`config.mk`:
```
export PLATFORM = sky130hd
export DESIGN_NAME = spi_target_port
export DESIGN_NICKNAME = d
export VERILOG_FILES = /design/src/rtl/spi_tgt_pkg.sv /design/src/rtl/spi_tgt_sync.sv /design/src/rtl/spi_tgt_edge.sv /design/src/rtl/spi_tgt_shift.sv /design/src/rtl/spi_tgt_flags.sv /design/src/rtl/spi_target_port.sv
export SDC_FILE = /design/constraint.sdc
export NUM_CORES = 1
export LEC_CHECK = 0
export ABC_AREA = 1
export BUFFER_PORTS_ARGS = -buffer_cell sky130_fd_sc_hd__buf_2
export CORE_MARGIN = 1.5
export CORE_UTILIZATION = 35
export CTS_BUF_LIST = sky130_fd_sc_hd__clkbuf_4
export CTS_CLUSTER_DIAMETER = 60
export DETAILED_ROUTE_END_ITERATION = 12
export GPL_TIMING_DRIVEN = 0
export HOLD_SLACK_MARGIN = 0.12
export PLACE_DENSITY = 0.53
export SYNTH_ARGS = -nofsm -noshare
export SYNTH_HDL_FRONTEND = slang
export SYNTH_SLANG_ARGS = --single-unit
export TNS_END_PERCENT = 100
```
`constraint.sdc`:
```
create_clock -name clk -period 1.28 [get_ports clk]
set_input_delay 0 -clock clk [delete_from_list [all_inputs] [get_ports clk]]
set_output_delay 0 -clock clk [all_outputs]
set_load 0.005 [all_outputs]
```
`src/rtl/spi_tgt_pkg.sv`:
```
package spi_tgt_pkg;

    // Synchronised bus pin bundle
    typedef struct packed {
        logic sck;
        logic mosi;
        logic cs_n;
    } pin_set_t;

    localparam pin_set_t PINS_IDLE = '{sck: 1'b0, mosi: 1'b0, cs_n: 1'b1};

    typedef enum logic {
        PHASE_EARLY = 1'b0,
        PHASE_LATE  = 1'b1
    } phase_t;

    // Per-cycle bus event derived from two successive pin snapshots
    typedef struct packed {
        logic sel;
        logic samp;
        logic drv;
        logic din;
    } bus_evt_t;

    function automatic bus_evt_t decode_evt(
        input logic     idle_high,
        input phase_t   phase,
        input pin_set_t prv,
        input pin_set_t cur
    );
        logic rise, fall, lead, trail;
        bus_evt_t e;
        rise   = !prv.sck && cur.sck;
        fall   = prv.sck && !cur.sck;
        lead   = idle_high ? fall : rise;
        trail  = idle_high ? rise : fall;
        e.sel  = !cur.cs_n;
        e.samp = e.sel && ((phase == PHASE_LATE) ? trail : lead);
        e.drv  = e.sel && ((phase == PHASE_LATE) ? lead : trail);
        e.din  = cur.mosi;
        return e;
    endfunction

endpackage

```
`src/rtl/spi_tgt_sync.sv`:
```
module spi_tgt_sync
    import spi_tgt_pkg::*;
#(
    parameter int STAGES = 2
) (
    input  logic     clk,
    input  logic     rst,
    input  pin_set_t pins_in,
    output pin_set_t pins_out
);

    pin_set_t chain [STAGES];

    always_ff @(posedge clk) begin
        if (rst) begin
            for (int i = 0; i < STAGES; i++) chain[i] <= PINS_IDLE;
        end else begin
            chain[0] <= pins_in;
            for (int i = 1; i < STAGES; i++) chain[i] <= chain[i-1];
        end
    end

    assign pins_out = chain[STAGES-1];

endmodule

```
`src/rtl/spi_tgt_edge.sv`:
```
module spi_tgt_edge
    import spi_tgt_pkg::*;
(
    input  logic     clk,
    input  logic     rst,
    input  logic     idle_high,
    input  phase_t   phase,
    input  pin_set_t pins,
    output bus_evt_t evt
);

    pin_set_t prev_q;

    always_ff @(posedge clk) begin
        if (rst) prev_q <= PINS_IDLE;
        else     prev_q <= pins;
    end

    always_comb evt = decode_evt(idle_high, phase, prev_q, pins);

endmodule

```
`src/rtl/spi_tgt_shift.sv`:
```
module spi_tgt_shift
    import spi_tgt_pkg::*;
#(
    parameter int DATA_W = 8
) (
    input  logic              clk,
    input  logic              rst,
    input  phase_t            phase,
    input  bus_evt_t          evt,
    input  logic              wr_en,
    input  logic [DATA_W-1:0] wr_data,
    output logic              miso,
    output logic              collide,
    output logic              done_pulse,
    output logic [DATA_W-1:0] rx_word
);

    localparam int CNT_W = (DATA_W > 1) ? $clog2(DATA_W) : 1;
    localparam logic [CNT_W-1:0] LAST_BIT = CNT_W'(DATA_W - 1);

    logic [DATA_W-1:0] tx_q, rx_q, rx_next;
    logic [CNT_W-1:0]  bit_cnt;
    logic              busy_q;
    logic              last_bit, first_lead;

    always_comb begin
        last_bit   = (bit_cnt == LAST_BIT);
        first_lead = evt.drv && (phase == PHASE_LATE) && (bit_cnt == '0);
        collide    = wr_en && evt.sel && ((phase == PHASE_EARLY) || busy_q);
        rx_next    = {rx_q[DATA_W-2:0], evt.din};
        done_pulse = evt.samp && last_bit;
        rx_word    = rx_next;
        miso       = tx_q[DATA_W-1];
    end

    always_ff @(posedge clk) begin
        if (rst) begin
            tx_q    <= '0;
            rx_q    <= '0;
            bit_cnt <= '0;
            busy_q  <= 1'b0;
        end else if (!evt.sel) begin
            bit_cnt <= '0;
            busy_q  <= 1'b0;
            if (wr_en) tx_q <= wr_data;
        end else begin
            if (evt.samp) begin
                rx_q <= rx_next;
                if (last_bit) begin
                    bit_cnt <= '0;
                    busy_q  <= 1'b0;
                end else begin
                    bit_cnt <= bit_cnt + 1'b1;
                end
            end
            if (evt.drv) begin
                if (first_lead) busy_q <= 1'b1;
                else            tx_q   <= {tx_q[DATA_W-2:0], 1'b0};
            end
            if (wr_en && !collide) tx_q <= wr_data;
        end
    end


    cnt_idle_chk: assert property (@(posedge clk) disable iff (rst)
        !evt.sel |=> (bit_cnt == '0));


    wcol_hold_chk: assert property (@(posedge clk) disable iff (rst)
        (collide && !evt.drv) |=> $stable(tx_q));

endmodule

```
`src/rtl/spi_tgt_flags.sv`:
```
module spi_tgt_flags #(
    parameter int DATA_W = 8
) (
    input  logic              clk,
    input  logic              rst,
    input  logic              done_in,
    input  logic              coll_in,
    input  logic [DATA_W-1:0] rx_word,
    input  logic              stat_rd,
    input  logic              rd_en,
    input  logic              wr_en,
    output logic [DATA_W-1:0] rd_data,
    output logic              xfer_done,
    output logic              wr_coll
);

    logic armed_q;
    logic access, clr;

    always_comb begin
        access = rd_en || wr_en;
        clr    = armed_q && access;
    end

    always_ff @(posedge clk) begin
        if (rst) begin
            rd_data   <= '0;
            xfer_done <= 1'b0;
            wr_coll   <= 1'b0;
            armed_q   <= 1'b0;
        end else begin
            if (done_in) rd_data <= rx_word;

            if (done_in)  xfer_done <= 1'b1;
            else if (clr) xfer_done <= 1'b0;

            if (coll_in)  wr_coll <= 1'b1;
            else if (clr) wr_coll <= 1'b0;

            if (access)                              armed_q <= 1'b0;
            else if (stat_rd && (xfer_done || wr_coll)) armed_q <= 1'b1;
        end
    end


    done_rise_chk: assert property (@(posedge clk) disable iff (rst)
        $rose(xfer_done) |-> $past(done_in));


    done_fall_chk: assert property (@(posedge clk) disable iff (rst)
        $fell(xfer_done) |-> $past(armed_q && access));


    buf_hold_chk: assert property (@(posedge clk) disable iff (rst)
        !done_in |=> $stable(rd_data));

endmodule

```
`src/rtl/spi_target_port.sv`:
```
module spi_target_port
    import spi_tgt_pkg::*;
#(
    parameter int DATA_W      = 8,
    parameter int SYNC_STAGES = 2
) (
    input  logic              clk,
    input  logic              rst,
    input  logic              ctl_idle_high,
    input  logic              ctl_late_phase,
    input  logic              wr_en,
    input  logic [DATA_W-1:0] wr_data,
    input  logic              rd_en,
    input  logic              stat_rd,
    output logic [DATA_W-1:0] rd_data,
    output logic              xfer_done,
    output logic              wr_coll,
    input  logic              sck_in,
    input  logic              mosi_in,
    input  logic              cs_n_in,
    output logic              miso_out,
    output logic              miso_oe
);

    pin_set_t          raw_pins, sync_pins;
    bus_evt_t          evt;
    phase_t            phase;
    logic              collide, done_pulse;
    logic [DATA_W-1:0] rx_word;

    assign raw_pins = '{sck: sck_in, mosi: mosi_in, cs_n: cs_n_in};
    assign phase    = phase_t'(ctl_late_phase);

    spi_tgt_sync #(.STAGES(SYNC_STAGES)) u_sync (
        .clk      (clk),
        .rst      (rst),
        .pins_in  (raw_pins),
        .pins_out (sync_pins)
    );

    spi_tgt_edge u_edge (
        .clk       (clk),
        .rst       (rst),
        .idle_high (ctl_idle_high),
        .phase     (phase),
        .pins      (sync_pins),
        .evt       (evt)
    );

    spi_tgt_shift #(.DATA_W(DATA_W)) u_shift (
        .clk        (clk),
        .rst        (rst),
        .phase      (phase),
        .evt        (evt),
        .wr_en      (wr_en),
        .wr_data    (wr_data),
        .miso       (miso_out),
        .collide    (collide),
        .done_pulse (done_pulse),
        .rx_word    (rx_word)
    );

    spi_tgt_flags #(.DATA_W(DATA_W)) u_flags (
        .clk       (clk),
        .rst       (rst),
        .done_in   (done_pulse),
        .coll_in   (collide),
        .rx_word   (rx_word),
        .stat_rd   (stat_rd),
        .rd_en     (rd_en),
        .wr_en     (wr_en),
        .rd_data   (rd_data),
        .xfer_done (xfer_done),
        .wr_coll   (wr_coll)
    );

    assign miso_oe = evt.sel;


    oe_sync_chk: assert property (@(posedge clk) disable iff (rst)
        miso_oe |-> !sync_pins.cs_n);

endmodule

```
---- After elaboration in Yosys (flattened, before gate mapping) ----
Memories as Yosys holds them, arrays and structs flattened.
Index checks and enable logic that the tools add are counted.
storage, ports and cells
  bits in writable memories ............... 6
  flip-flop bits (word level) ............. 31
  word-level logic and storage cells ...... 67
  memories ................................ 1
  output and inout bits ................... 12
  memory bits (read-only) ................. 0
  bits in latches ......................... 0
  bits of input ports ..................... 18
cells by class
  $add $sub $neg .......................... 1
  shifts and indexed selects .............. 0
  equal/unequal tests ..................... 3
  magnitude comparators ................... 0
  bitwise gates (word level) .............. 4
  mux-type cells .......................... 22
  reductions and logical operators ........ 27
  $mul .................................... 0
  div/mod/pow operators ................... 0
memories
  name          depth  bits a word  read ports  clocked after Yosys merged registers in  write ports  line                source
  u_sync.chain  2      3            2           0                                        2            spi_tgt_sync.sv:12  pin_set_t chain [STAGES];
operator list
  operator               number
  $mux W8                5
  $mux W1                14
  $logic_and A1 B1 Y1    12
  $mux W3                3
  $logic_not A1 Y1       4
  $reduce_bool A2 Y1     2
  $reduce_or A2 Y1       2
  $add A3 B1 Y3 const B  1
  $eq A3 B3 Y1 const B   1
  $logic_not A3 Y1       1
  $logic_or A1 B1 Y1     3
  $ne A3 B3 Y1 const B   1
  $reduce_and A3 Y1      1
  $reduce_bool A3 Y1     1
  $ne A2 B2 Y1 const B   1
  $not A1 Y1             2
  $or A1 B1 Y1           2
  $reduce_and A2 Y1      1

---- Longest topological paths before layout ----
Gate-level depths: netlist of run 1.
  depth after elaboration ................. 11
  mapped depth ............................ 9
  mapped depth without buffers ............ 9

---- Modules after synthesis ----
From an unflattened synthesis of run 1, not the netlist that was laid out.
unflattened totals
  cell total of the unflattened synthesis .. 227
  area total of the unflattened synthesis .. 1609.0 um2
modules (own cells, without submodules)
  module         cells an instance  sequential area each (um2)  instances  area each (um2)
  spi_tgt_shift  135                380.4                       1          928.4
  spi_tgt_flags  48                 220.2                       1          379.1
  spi_tgt_sync   22                 120.1                       1          191.4
  spi_tgt_edge   22                 20.0                        1          110.1

---- Worst setup path before layout of run 1 ----
Ideal clock, no wire load.
  kind .................................... flip-flop to flip-flop
  from .................................... register u_shift.bit_cnt[0]
  to ...................................... register u_shift.tx_q[7]
  library setup time ...................... 131 ps
  cell stages (with the launch flop) ...... 9
  required time ........................... 1149 ps
  arrival ................................. 1082 ps
  path slack .............................. 67 ps
  cells stage by stage .................... dfxtp_1 -> inv_1 -> ha_1 -> nand4_1 -> nand3_2 -> nand2_8 -> nand2_4 -> nand2_1 -> a21oi_2
between the ends
  word-level cells in the longest chain between the ends .. 4
ends and longest elaborated chain
  element                             line                 source
  from (decl)                         spi_tgt_shift.sv:22  logic [CNT_W-1:0] bit_cnt;
  from (signal assigned)              spi_tgt_shift.sv:53  bit_cnt <= bit_cnt + 1'b1;
  $logic_not A3 Y1                    spi_tgt_shift.sv:28  first_lead = evt.drv && (phase == PHASE_LATE) && (bit_cnt == '0);
  $logic_and A1 B1 Y1                 spi_tgt_shift.sv:28
  $ne A3 B3 Y1 (no source line)       -
  $reduce_and A3 Y1 (no source line)  -
  to (signal assigned)                spi_tgt_shift.sv:45  if (wr_en) tx_q <= wr_data;
  to (signal assigned)                spi_tgt_shift.sv:58  else tx_q <= {tx_q[DATA_W-2:0], 1'b0};
  to (signal assigned)                spi_tgt_shift.sv:60  if (wr_en && !collide) tx_q <= wr_data;
  to (decl)                           spi_tgt_shift.sv:21  logic [DATA_W-1:0] tx_q, rx_q, rx_next;
No other way between the ends.
A chain may end at the register's enable or synchronous reset.

---- Final worst setup path of run 1 ----
  from .................................... register u_shift.bit_cnt[0]
  to ...................................... register u_shift.tx_q[6]
The elaborated chain is that of the path after synthesis.

==> flow_summary.json, run 1 <==
{
  "status": "finished, violations left",
  "failed_checks": "negative setup slack",
  "viasPerCell": 4.67,
  "finalSetupViolCount": 7,
  "slew_viol_final": 0,
  "htree_levels": 2,
  "cts_root_buf": "clkbuf_4",
  "clock_path_buffers": 2,
  "rsz0062_at_grt": "true",
  "setup.worst_path.start_class": "register",
  "wl_met1_um": 1670,
  "yosys.cell_count.top_type": "nand2_1",
  "relSlewSlack_pct": 62.7,
  "core_um2": 4320,
  "cts_hold_buf": 17,
  "synth_seq_area_share_pct": 47.4,
  "grt_use_total_pct": 15.1,
  "synth_seq_cells": 37,
  "hold_path_class": "input pin to register",
  "antenna_found_initial": 0,
  "cp.arrival_ns": 1.51,
  "endpoint": "u_shift.tx_q[6]$_SDFFE_PP0P_",
  "top_layer": "met4",
  "die_area_um2": 4870,
  "worstMarginPinSlew_ns": 0.560,
  "chipWidth_um": 69.8,
  "synth_common_cells": "nand2_1 (53), dfxtp_1 (37), a21oi_1 (26), nand3_1 (24), inv_1 (12)",
  "drcViolationCount": 0,
  "worstPathMaxFanout": 8,
  "critical_path_class": "register to register",
  "setup_ws_ns": -0.0101,
  "syn_avg_cell_area_um2": 7.85,
  "cts_tree": "done",
  "hpwl_um": 2290,
  "drt_iter0_drc": 62,
  "synth_area_leaders": "dfxtp_1 (47%), nand2_1 (13%), a21oi_1 (8.3%), nand3_1 (7.7%), inv_1 (2.9%)",
  "wl_um": 3500,
  "r2r_start": "u_shift.bit_cnt[0]$_SDFFE_PP0N_",
  "placedCellCount": 279,
  "syn_area_um2": 1560,
  "grt_pass1_wl_um": 5860,
  "period_minus_slack_ns": 1.29,
  "syn_inst": 199,
  "clk_pin_slew_ns": 0.13,
  "syn_nets": 220,
  "fin_nets": 278,
  "peakVddDrop_mv": 0.666,
  "power.density_nw_per_um2": 962,
  "io_pins": 30,
  "synth_edf_count": 0,
  "end_kind": "register",
  "drv_cap": 0,
  "required_ns": 1.50,
  "skew_ns": 0.0203,
  "async_flop_share_pct": 0,
  "portBuffers": 28,
  "ys.flop_type": "dfxtp_1",
  "cts_made_buffers": 5,
  "hold_violations": 0,
  "synth_top_cell_by_area": "dfxtp_1",
  "antenna_left": 0,
  "grt-ovfl-total": 0,
  "start_util_pct": 36.1,
  "final_area_um2": 2150,
  "first_global_vias": 1344,
  "place_ws_ns": -0.0853,
  "setup_tns_ns": -0.0331,
  "final_util_pct": 49.7,
  "r2r_slack_ns": -0.01,
  "grt_max_degree": 12,
  "clkSinkCount": 37,
  "period_share_pct": 101,
  "clkLatencyLatePin_ns": 0.35,
  "max_freq_mhz": 775,
  "gp_congestion": 0.724,
  "r2r_end": "u_shift.tx_q[6]$_SDFFE_PP0P_",
  "layout.cells.non_filler": 310,
  "drive_gt1_share_pct": 33.3,
  "num_rows": 24,
  "vias": 1448,
  "dr_wl_met3_um": 123,
  "p_leak_nw": 0.897,
  "areaGrowthSynthToFinish_pct": 37.7,
  "yosys_warnings": 0,
  "first_pass_iters": 4,
  "cp-startpoint": "u_shift.bit_cnt[0]$_SDFFE_PP0N_",
  "place_area_um2": 1770,
  "yosysTopAreaCellShare_pct": 47.4,
  "ys_types": 26,
  "insertedDiodeCount": 0,
  "die_y_um": 69.8,
  "dr_wl_met2_um": 1630,
  "wl_per_cell_um": 11.3,
  "reg2regPathDepth": 8
}
critical path: stages, from the launching register on:
cell     delay, ns
dfxtp_2       0.37
inv_2         0.05
ha_4          0.15
nand4_1       0.10
nand3_2       0.14
nand2_8       0.13
nand2_8       0.08
nand2_2       0.08
a21oi_2       0.05
cells by family (layout without fill, tap and decap cells):
kind of cell	after synthesis	in the layout	share of synthesized area, %
AOI/OAI and AO/OA	33	33	11.2
adders and majority gates	3	3	2.40
buffers and inverters	24	82	6.89
DFF	37	37	47.4
and+or+nand+nor	102	103	32.1
routing by layer:
layer | vias to the layer above | GRT usage, %
met1 | 641 | 18.3
met4 | 0 | 6.41
met3 | 8 | 3.49
met5 | - | 0
met2 | 30 | 25.6
li1 | 769 | -
final cells by class:
cell class,instances,area [µm²]
fillers,459,2170
multi-input cells,139,813
flip-flops and latches,37,746
repair buffers,50,348
inverters,17,73.8
well taps,52,65.1
plain buffers,7,48.8
clock buffers,6,45.0
clock inverters,2,10.0
layout by cell type, fill, tap and decap left out, types with 2 or more instances in the layout:
cell type      instances
nand3_2                6
nor2_1                 9
dlygate4sd3_1         17
a21oi_1               21
clkbuf_1               4
buf_4                  6
buf_2                 28
inv_1                 10
or2_2                  2
inv_2                  5
dfxtp_2                4
a21oi_2                6
nand3_1               21
nand2_8                3
nand2_4                2
o21ai_0                4
clkbuf_4               6
ha_1                   2
nand2_2                7
dfxtp_1               33
nand2_1               48
clkinv_2               2
power by group:
group	switching, W	internal, W	total, W
sequential	0.0000164	0.00118	0.00120
combinational	0.000127	0.000112	0.000239
clock	0.000403	0.000231	0.000634
total	0.000547	0.00152	0.00207
stage by stage:
stage	power, W	hold slack (ns)
2_1_floorplan	0.00134	0.0894
3_3_place_gp	0.00140	0.182
3_5_place_dp	0.00140	0.184
4_1_cts	0.00207	0.0147
5_1_grt	0.00215	0.103
6_report	0.00207	0.0607
sequential cells by signal (all words and copies together), names as in the netlist:
name and cells:
u_flags.rd_data 8, u_shift.tx_q 8, u_shift.rx_q 7, u_sync.chain 6
u_shift.bit_cnt 3, u_edge.prev_q 1, u_flags.armed_q 1, u_flags.wr_coll 1
u_flags.xfer_done 1, u_shift.busy_q 1
how the worst min path moves through the flow:
stage | start | endpoint | cells after the start
6_report | rst | u_flags.armed_q$_SDFFE_PP0P_ | 2
5_1_grt | rst | u_flags.armed_q$_SDFFE_PP0P_ | 2
4_1_cts | rst | u_flags.armed_q$_SDFFE_PP0P_ | 2
3_5_place_dp | cs_n_in | u_sync.chain[0][0]$_SDFF_PP1_ | 2
3_3_place_gp | cs_n_in | u_sync.chain[0][0]$_SDFF_PP1_ | 2
2_1_floorplan | wr_en | u_flags.armed_q$_SDFFE_PP0P_ | 1
repair_timing:
item                                    4_1_cts  5_1_grt
pin swaps                                     8        3
cloned                                        0        1
endpoints found under the hold margin        16        1
buffers inserted                              5        1
resized for setup                            16       15
endpoints found under the setup margin       19       25
No activity file was read; power rests on OpenSTA's default activity.
==> run 2: changes to the inputs <==
Settings changed: ABC_CLOCK_PERIOD_IN_PS from default to 1280, CORE_MARGIN 1.5 to 2.
==> run 2 against run 1 <==
Compared with the run above:
- the flow still finishes with violations (negative setup slack)
- first-iteration DRC count is 9.7% lower
- die area is 2.9% higher
- register-to-register slack hardly changed
- wire length is 2.3% higher
- clock skew is 0.0079 ns lower
==> flow_summary.json, run 2 (same netlist as run 1, synthesis figures left out) <==
{
  "antenna_left": 0,
  "core_um2": 4320,
  "drive_gt1_share_pct": 34.6,
  "r2r_slack_ns": -0.02,
  "final_area_um2": 2180,
  "p_clk_share_pct": 30.5,
  "place_ws_ns": -0.0752,
  "top_regs": "u_flags.rd_data x8, u_shift.tx_q x8, u_shift.rx_q x7",
  "insertedDiodeCount": 0,
  "first_pass_iters": 4,
  "clock_path_buffers": 2,
  "r2r_start": "u_shift.bit_cnt[0]$_SDFFE_PP0N_",
  "cp_common_cell": "nand2_8",
  "wl_per_cell_um": 11.4,
  "die_y_um": 70.8,
  "gp_congestion": 0.722,
  "cp-startpoint": "u_shift.bit_cnt[0]$_SDFFE_PP0N_",
  "cp.arrival_ns": 1.51,
  "cts_tree": "done",
  "grt_max_degree": 12,
  "viasPerCell": 4.63,
  "period_minus_slack_ns": 1.30,
  "slowest_delay_ns": 0.38,
  "end_kind": "register",
  "grt_pass1_wl_um": 5680,
  "grt_use_total_pct": 14.3,
  "clkSinkCount": 37,
  "combPwrFrac_pct": 11.7,
  "grt-ovfl-total": 0,
  "hold_path_class": "input pin to register",
  "hold_violations": 0,
  "setup.worst_path.start_class": "register",
  "required_ns": 1.49,
  "max_freq_mhz": 768,
  "drv_cap": 0,
  "crit_slowest_cell": "dfxtp_2",
  "p_int_w": 0.00152,
  "num_rows": 24,
  "portBuffers": 28,
  "placedCellCount": 279,
  "clk_pin_slew_ns": 0.12,
  "finalSetupViolCount": 6,
  "areaGrowthSynthToFinish_pct": 39.6,
  "p_leak_nw": 0.930,
  "start_util_pct": 36.1,
  "cts_root_buf": "clkbuf_4",
  "hpwl_um": 2240,
  "die_area_um2": 5010,
  "power_frac_seq_pct": 57.7,
  "worstMarginPinSlew_ns": 0.539,
  "io_pins": 30,
  "critical_path_class": "register to register",
  "relSlewSlack_pct": 64.0,
  "skew_ns": 0.0124,
  "rsz0062_at_grt": "true",
  "layout.cells.non_filler": 315,
  "setup_ws_ns": -0.0214,
  "min-delay-start": "ctl_idle_high",
  "p_sw_w": 0.000544,
  "cp_cell_sequence": "inv_2 > ha_4 > nand4_1 > nand3_2 > nand2_8 > nand2_8 > nand2_2 > a21oi_2",
  "drt_iter0_drc": 56,
  "antenna_found_initial": 0,
  "cts_made_buffers": 5,
  "netSwitchingFraction_pct": 26.3,
  "slew_viol_final": 0,
  "first_global_vias": 1306,
  "worstPathMaxFanout": 8,
  "fin_nets": 283,
  "htree_levels": 2,
  "mostFrequentLayoutCell": "nand2_1",
  "status": "finished, violations left",
  "period_share_pct": 102,
  "vias": 1457,
  "failed_checks": "negative setup slack",
  "clkLatencyLatePin_ns": 0.35,
  "peakVddDrop_mv": 0.667,
  "place_area_um2": 1770,
  "drcViolationCount": 0,
  "chipWidth_um": 70.8,
  "power.density_nw_per_um2": 949,
  "wl_um": 3580,
  "mostFrequentLayoutCells": "nand2_1 (50), dfxtp_1 (32), buf_2 (28), a21oi_1 (24)"
}
run 2: area by class of cell:
cell class	instances	area, µm²
Buffer	7	48.8
Clock buffer	6	45.0
Clock inverter	2	10.0
Fill cell	445	2140
Inverter	17	73.8
Multi-Input combinational cell	138	792
Sequential cell	37	749
Tap cell	52	65.1
Timing Repair Buffer	56	395
run 2: stage by stage:
| stage | TNS [ns] | hold slack (ns) | power, W | utilization (%) |
|---|---|---|---|---|
| finish | -0.0471 | 0.120 | 0.00207 | 50.4 |
| global route | -0.837 | 0.161 | 0.00216 | 50.4 |
| CTS | -0.0409 | 0.0368 | 0.00207 | 46.9 |
| detailed placement | -1.08 | 0.185 | 0.00140 | 40.9 |
| global placement | -0.961 | 0.182 | 0.00140 | 40.9 |
| floorplan | 0 | 0.0894 | 0.00134 | - |
run 2: power by group through the flow:
stage	clock [W]	sequential [W]	combinational, W
final	0.000632	0.00119	0.000243
after global routing	0.000690	0.00120	0.000269
after CTS	0.000648	0.00119	0.000225
after detailed placement	0	0.00122	0.000179
after global placement	0	0.00122	0.000178
after floorplan	0	0.00122	0.000120
run 2: timing repair:
action,in CTS,in global routing
cloned,0,1
pin swaps,4,8
buffers inserted,2,7
gates resized for setup,7,27
setup endpoints to repair,19,26
hold endpoints to repair,16,1
hold buffers,17,1
run 2: critical path: cells and delay by family (launching register included):
family	cells	cell delay, ns
buffers and inverters	1	0.06
adders and majority gates	1	0.15
AOI/OAI and AO/OA	1	0.05
and+or+nand+nor	5	0.53
DFF	1	0.38
run 2: worst paths after layout:
kind | to | depth (start not counted)
max reg2reg | u_shift.tx_q[0]$_SDFFE_PP0P_ | 8
min | u_shift.busy_q$_SDFF_PP0_ | 5
min reg2reg | u_sync.chain[0][4]$_SDFF_PP0_ | 2
max | u_shift.tx_q[0]$_SDFFE_PP0P_ | 8
run 2: per-layer routing:
metal / global-route usage [%] / vias up / routed length (µm)
li1: - / 777 / -
met2: 23.6 / 27 / 1740
met4: 5.03 / 0 / 63
met3: 3.56 / 8 / 116
met5: 0 / - / 0
met1: 18.1 / 645 / 1660
